===== src/rtl/pinport_pkg.sv =====
package pinport_pkg;

   typedef enum logic [1:0] {
      MODE_IN  = 2'b00,
      MODE_OUT = 2'b01,
      MODE_ALT = 2'b10,
      MODE_ANA = 2'b11
   } pin_mode_e;

   typedef enum logic [1:0] {
      PULL_NONE = 2'b00,
      PULL_UP   = 2'b01,
      PULL_DOWN = 2'b10,
      PULL_RSVD = 2'b11
   } pin_pull_e;

   // per-pin configuration as seen after the current write
   typedef struct packed {
      logic [1:0] mode;
      logic       od;
      logic [1:0] pull;
      logic       odr;
   } pin_cfg_t;

   // byte offsets inside the port window
   localparam int OFS_MODE  = 'h00;
   localparam int OFS_TYPE  = 'h04;
   localparam int OFS_PULL  = 'h0C;
   localparam int OFS_IN    = 'h10;
   localparam int OFS_OUT   = 'h14;
   localparam int OFS_SETCL = 'h18;
   localparam int OFS_CLR   = 'h28;
   localparam int CLR_LSB   = 16;

   // may an external source stay attached under this configuration
   function automatic logic pin_keep_ext(pin_cfg_t c, logic ev);
      logic drives;
      drives = (c.mode == MODE_OUT);
      return !(drives && (!c.od || ev));
   endfunction

   // level of one pin
   function automatic logic pin_resolve(pin_cfg_t c, logic conn, logic ev, logic flt);
      logic drives;
      drives = (c.mode == MODE_OUT);
      if (drives && !c.od)  return c.odr;
      if (drives && !c.odr) return 1'b0;
      if (conn)             return ev;
      case (c.pull)
         PULL_UP:   return 1'b1;
         PULL_DOWN: return 1'b0;
         default:   return flt;
      endcase
   endfunction

endpackage


===== src/rtl/pinport_regs.sv =====
module pinport_regs
   import pinport_pkg::*;
#(
   parameter int          NPINS    = 16,
   parameter int          ADDR_W   = 10,
   parameter logic [31:0] MODE_RST = 32'hABFF_FFFF,
   parameter logic [31:0] PULL_RST = 32'h6400_0000
) (
   input  logic                 clk,
   input  logic                 rst_n,
   input  logic                 bus_wr,
   input  logic [ADDR_W-1:0]    bus_addr,
   input  logic [31:0]          bus_wdata,
   input  logic [NPINS-1:0]     pin_in,
   output logic [31:0]          bus_rdata,
   output pin_cfg_t [NPINS-1:0] cfg_nxt,
   output logic [2*NPINS-1:0]   mode_q,
   output logic [NPINS-1:0]     od_q,
   output logic [NPINS-1:0]     odr_q
);

   localparam int WORD_W = ADDR_W - 2;
   localparam int MW     = 2 * NPINS;

   logic [WORD_W-1:0] word;
   logic [1:0]        unused_lsb;
   logic [MW-1:0]     pull_q, mode_n, pull_n;
   logic [NPINS-1:0]  od_n, odr_n;

   assign word       = bus_addr[ADDR_W-1:2];
   assign unused_lsb = bus_addr[1:0];

   function automatic logic at(int ofs);
      return word == WORD_W'(ofs >> 2);
   endfunction

   always_comb begin
      mode_n = mode_q;
      pull_n = pull_q;
      od_n   = od_q;
      odr_n  = odr_q;
      if (bus_wr) begin
         if (at(OFS_MODE))  mode_n = bus_wdata[MW-1:0];
         if (at(OFS_PULL))  pull_n = bus_wdata[MW-1:0];
         if (at(OFS_TYPE))  od_n   = bus_wdata[NPINS-1:0];
         if (at(OFS_OUT))   odr_n  = bus_wdata[NPINS-1:0];
         // clear field applied first so the set field wins
         if (at(OFS_SETCL)) odr_n  = (odr_q & ~bus_wdata[CLR_LSB +: NPINS])
                                     | bus_wdata[NPINS-1:0];
         if (at(OFS_CLR))   odr_n  = odr_q & ~bus_wdata[NPINS-1:0];
      end
   end

   always_ff @(posedge clk or negedge rst_n) begin
      if (!rst_n) begin
         mode_q <= MODE_RST[MW-1:0];
         pull_q <= PULL_RST[MW-1:0];
         od_q   <= '0;
         odr_q  <= '0;
      end else begin
         mode_q <= mode_n;
         pull_q <= pull_n;
         od_q   <= od_n;
         odr_q  <= odr_n;
      end
   end

   for (genvar i = 0; i < NPINS; i++) begin : g_cfg
      assign cfg_nxt[i].mode = mode_n[2*i +: 2];
      assign cfg_nxt[i].od   = od_n[i];
      assign cfg_nxt[i].pull = pull_n[2*i +: 2];
      assign cfg_nxt[i].odr  = odr_n[i];
   end

   always_comb begin
      bus_rdata = '0;
      if (at(OFS_MODE)) bus_rdata[MW-1:0]    = mode_q;
      if (at(OFS_PULL)) bus_rdata[MW-1:0]    = pull_q;
      if (at(OFS_TYPE)) bus_rdata[NPINS-1:0] = od_q;
      if (at(OFS_OUT))  bus_rdata[NPINS-1:0] = odr_q;
      if (at(OFS_IN))   bus_rdata[NPINS-1:0] = pin_in;
   end

endmodule


===== src/rtl/pinport_pin.sv =====
module pinport_pin
   import pinport_pkg::*;
#(
   parameter logic [1:0] RST_MODE   = 2'b11,
   parameter logic [1:0] RST_PULL   = 2'b00,
   parameter bit         FLOAT_HOLD = 1'b1
) (
   input  logic     clk,
   input  logic     rst_n,
   input  pin_cfg_t cfg_nxt,
   input  logic     ext_stb,
   input  logic     ext_lvl,
   output logic     level_q,
   output logic     conn_q
);

   localparam logic LVL_RST = (RST_MODE != MODE_OUT) && (RST_PULL == PULL_UP);

   logic ev_q, ev_n, conn_n, flt, level_n;

   if (FLOAT_HOLD) begin : g_hold
      assign flt = level_q;
   end else begin : g_zero
      assign flt = 1'b0;
   end

   always_comb begin
      ev_n    = ext_stb ? ext_lvl : ev_q;
      conn_n  = (ext_stb || conn_q) && pin_keep_ext(cfg_nxt, ev_n);
      level_n = pin_resolve(cfg_nxt, conn_n, ev_n, flt);
   end

   always_ff @(posedge clk or negedge rst_n) begin
      if (!rst_n) begin
         level_q <= LVL_RST;
         conn_q  <= 1'b0;
         ev_q    <= 1'b0;
      end else begin
         level_q <= level_n;
         conn_q  <= conn_n;
         ev_q    <= ev_n;
      end
   end

endmodule


===== src/rtl/pinport_ctrl.sv =====
module pinport_ctrl
   import pinport_pkg::*;
#(
   parameter int          NPINS      = 16,
   parameter int          ADDR_W     = 10,
   parameter logic [31:0] MODE_RST   = 32'hABFF_FFFF,
   parameter logic [31:0] PULL_RST   = 32'h6400_0000,
   parameter bit          FLOAT_HOLD = 1'b1
) (
   input  logic              clk,
   input  logic              rst_n,
   input  logic              bus_wr,
   input  logic [ADDR_W-1:0] bus_addr,
   input  logic [31:0]       bus_wdata,
   output logic [31:0]       bus_rdata,
   input  logic [NPINS-1:0]  ext_stb,
   input  logic [NPINS-1:0]  ext_lvl,
   output logic [NPINS-1:0]  pin_level,
   output logic [NPINS-1:0]  ext_valid
);

   if (NPINS < 1 || NPINS > CLR_LSB) begin : g_bad_npins
      $error("pinport_ctrl: NPINS must lie in 1..16");
   end
   if (ADDR_W < 6) begin : g_bad_addr
      $error("pinport_ctrl: ADDR_W too small for the register window");
   end

   pin_cfg_t [NPINS-1:0]   cfg_nxt;
   logic [2*NPINS-1:0]     mode_q;
   logic [NPINS-1:0]       od_q, odr_q;

   pinport_regs #(
      .NPINS   (NPINS),
      .ADDR_W  (ADDR_W),
      .MODE_RST(MODE_RST),
      .PULL_RST(PULL_RST)
   ) regs_i (
      .clk      (clk),
      .rst_n    (rst_n),
      .bus_wr   (bus_wr),
      .bus_addr (bus_addr),
      .bus_wdata(bus_wdata),
      .pin_in   (pin_level),
      .bus_rdata(bus_rdata),
      .cfg_nxt  (cfg_nxt),
      .mode_q   (mode_q),
      .od_q     (od_q),
      .odr_q    (odr_q)
   );

   for (genvar i = 0; i < NPINS; i++) begin : g_pin
      pinport_pin #(
         .RST_MODE  (MODE_RST[2*i +: 2]),
         .RST_PULL  (PULL_RST[2*i +: 2]),
         .FLOAT_HOLD(FLOAT_HOLD)
      ) pin_i (
         .clk    (clk),
         .rst_n  (rst_n),
         .cfg_nxt(cfg_nxt[i]),
         .ext_stb(ext_stb[i]),
         .ext_lvl(ext_lvl[i]),
         .level_q(pin_level[i]),
         .conn_q (ext_valid[i])
      );
   end

endmodule


===== config.mk =====
export PLATFORM = sky130hd
export DESIGN_NAME = pinport_ctrl
export DESIGN_NICKNAME = d
export VERILOG_FILES = /design/src/rtl/pinport_pkg.sv /design/src/rtl/pinport_regs.sv /design/src/rtl/pinport_pin.sv /design/src/rtl/pinport_ctrl.sv
export SDC_FILE = /design/constraint.sdc
export NUM_CORES = 1
export LEC_CHECK = 0
export CAP_MARGIN = 20
export CORE_MARGIN = 3
export CORE_UTILIZATION = 25
export CTS_BUF_LIST = sky130_fd_sc_hd__clkbuf_2 sky130_fd_sc_hd__clkbuf_4 sky130_fd_sc_hd__clkbuf_8
export CTS_CLUSTER_DIAMETER = 80
export DETAILED_ROUTE_END_ITERATION = 10
export DONT_BUFFER_PORTS = 1
export HOLD_SLACK_MARGIN = 0.08
export SYNTH_ARGS = -nofsm -noshare
export SYNTH_HDL_FRONTEND = slang
export SYNTH_SLANG_ARGS = --single-unit

===== constraint.sdc =====
create_clock -name clk -period 3.1 [get_ports clk]
set_clock_uncertainty 0.15 [all_clocks]
set_input_delay 0.155 -clock clk [delete_from_list [all_inputs] [get_ports clk]]
set_output_delay 0.155 -clock clk [all_outputs]
set_load 0.005 [all_outputs]

==> out/qor.yml <==
clockRootBuffer: "clkbuf_8"
period_needed_ns: 2.89
layout_setup_ws_ns: 0.211
status: "complete, but fails checks"
combPwrFrac_pct: 13.7
syn-num-nets: 885
cellPowerDensity_nw_per_um2: 438
dp.cells: 1192
yosys-top-cells-count: "dfrtp_1 (110), mux2_2 (91), a21oi_1 (72), nor2_1 (66), mux2i_1 (59)"
max_slew.worst_pin.slew_ns: 0.885
pwr-share-seq_pct: 50.8
synth_area_leader_cell: "dfrtp_1"
num_rows: 65
port_buffers: 0
cts_hold_buffers: 90
nets: 944
yosysUniqueCellTypes: 42
grt_pass1_wl_um: 40200
fin_crit_sh_pct: 93.2
clock_latency_ns: 0.49
p_sw_uw: 1270
whs_ns: -0.781
pin_count: 141
cts_tree: "yes"
setup_viol: 0
antenna_left: 0
internal_power_uw: 3030
criticalPathCategory: "primary input to register"
design.die.area_um2: 35300
clkTransAtPathRegs_ns: 0.09
synth-main-ff-cell: "dfrtp_1"
synth_top_area_share_pct: 33.3
routabilityCongestion: 0.776
wl_per_cell_um: 20.1
final_util_pct: 30.6
cts.sinks: 144
synthCells: 808
drc: 0
fp.dieH_um: 188
p_leak_uw: 0.00413
gr-usage-all-layers_pct: 14.9
yosysMostFrequentCell: "dfrtp_1"
grt_pass1_vias: 6473
grt-ovfl-total: 0
drt-vias-per-instance: 4.92
yosysSeqAreaShare_pct: 44.1
clockBufferDepth: 2
routed_wirelength_um: 26400
drtPass1Iterations: 4
synthArstFlopShare_pct: 100
cts_buffers: 17
syn_to_final_growth_pct: 18.6
cp_max_fo: 19
p_sw_share_pct: 29.5
timing.fmax_mhz: 346
num_vias: 6472
setup_tns_ns: 0
ff_latch_area_um2: 3650
finalHoldViolations: 144
relSlewSlack_pct: 41.0
p_clk_share_pct: 35.4
ir_drop_mv: 0.257
fill_cells: 3359
netlist_area_um2: 8270
drtIter0Drc: 455
drive_above_1_share_pct: 20.7
cp.required_ns: 3.31
rsz0062_at_grt: "no"
ys_top_cells_by_area: "dfrtp_1 (33%), mux2_2 (12%), dfstp_2 (11%)"
maxCapViolCount: 0
violations: "hold timing"
hold_class: "primary input to asynchronous set/reset pin"
hpwl_um: 18100
antenna_found_initial: 1
ys_seq_elements: 144
critPathLaunchType: "primary input"
cts_htree_levels: 4
dp_slack_ns: 0.496
synth_edf_count: 0
yosysWarnings: 0
stdcell_count: 1316
floorplan.initialDensity_pct: 25.8
multiInputGateArea_um2: 4070
endpoint_kind: "register"
grt_start_max_net_pins: 145
die_w_um: 188
core_um2: 32000
final_max_slew_viol_count: 0
arrival_ns: 3.10
syn_avg_cell_area_um2: 10.2
[per-layer routing]
layer | GRT usage, % | vias to the layer above | share of wire [%]
met4 | 5.02 | 0 | 2.5
met3 | 4.52 | 39 | 6.3
li1 | - | 2998 | -
met5 | 0 | - | 0
met1 | 18.6 | 3266 | 44
met2 | 24.5 | 169 | 48
[what timing repair did]
item | 4_1_cts | 5_1_grt
setup endpoints to repair | 0 | 20
resized for setup | 0 | 1
hold endpoints to repair | 288 | 144
setup buffers | 0 | 1
[cell families after synthesis]
group,Yosys count,share of synthesized area (%)
AOI/OAI and AO/OA,220,17.0
DFF,144,44.1
and+or+nand+nor,183,11.1
buffers and inverters,98,6.70
muxes,150,19.5
adders and majority gates,13,1.57
[per-stage QoR]
stage | cell area [µm²] | power, µW | hold WS [ns]
2_1_floorplan | 8270 | 2590 | -0.291
3_3_place_gp | 8510 | 2640 | -0.283
3_5_place_dp | 8510 | 2660 | -0.283
4_1_cts | 9800 | 4330 | -0.814
5_1_grt | 9810 | 4500 | -0.810
6_report | 9810 | 4300 | -0.781
[flip-flops by register name, indices dropped and copies added, names as in the netlist]
signal	count
g_pin.pin_i.conn_q	16
g_pin.pin_i.ev_q	16
g_pin.pin_i.level_q	16
regs_i.mode_q	32
regs_i.od_q	16
regs_i.odr_q	16
regs_i.pull_q	32
[path summary, 6_finish.rpt]
path	startpoint	end	slack [ns]	cells after the start
hold / removal	rst_n	g_pin[0].pin_i.ev_q$_DFF_PN0_	-0.78	0
max in group asynchronous	rst_n	g_pin[13].pin_i.level_q$_DFFE_PN1P_	3.26	0
min in group clk	bus_wdata[7]	g_pin[3].pin_i.level_q$_DFFE_PN0P_	0.11	4
setup reg to reg	regs_i.odr_q[14]$_DFF_PN0_	regs_i.odr_q[14]$_DFF_PN0_	1.05	4
hold reg to reg	g_pin[2].pin_i.ev_q$_DFF_PN0_	g_pin[2].pin_i.ev_q$_DFF_PN0_	0.37	1
setup / recovery	bus_addr[8]	g_pin[2].pin_i.level_q$_DFFE_PN0P_	0.21	8
[final cells by class]
| cell class | count | share of cell area, % |
|---|---|---|
| clock inverter | 13 | 1.31 |
| antenna | 1 | 0.0255 |
| multi-input combinational | 566 | 41.5 |
| timing repair buffer | 108 | 10.7 |
| tap | 435 | 5.55 |
| clock buffer | 19 | 2.60 |
| sequential | 144 | 37.2 |
| inverter | 30 | 1.15 |
[cells in the final DEF, fill, tap and decap left out, types with 2 or more instances in the layout]
cell type / count
dfrtp_1: 110
mux2_2: 91
dlygate4sd3_1: 90
a21oi_1: 72
nor2_1: 66
mux2i_1: 59
nand2_1: 47
o21ai_0: 47
nor2b_1: 37
dfstp_2: 34
inv_1: 30
a22oi_1: 19
o211ai_1: 18
nand2b_1: 18
clkbuf_8: 18
buf_4: 17
o22a_1: 16
a22o_1: 16
maj3_1: 13
a211oi_1: 10
o21bai_1: 5
o311ai_1: 5
a21o_1: 5
clkinvlp_4: 5
inv_6: 4
and3_1: 3
clkinv_4: 3
nand4_4: 2
o21ai_1: 2
a221o_1: 2
nand3_1: 2
[worst max-delay path: stages]
cell and delay, ns:
dlygate4sd3_1 0.57, nor4_4 0.25, dlygate4sd3_1 0.72, nand4_4 0.39, buf_4 0.37, mux2i_1 0.29
a211oi_1 0.14, o22a_1 0.19
[power groups by stage]
stage | Sequential, µW | Combinational [µW] | Clock, µW
after floorplan | 2150 | 441 | 0
after global placement | 2210 | 426 | 0
after detailed placement | 2220 | 438 | 0
after CTS | 2190 | 586 | 1550
after global routing | 2210 | 655 | 1640
final | 2180 | 589 | 1520
(Power assumes the default switching activity.)
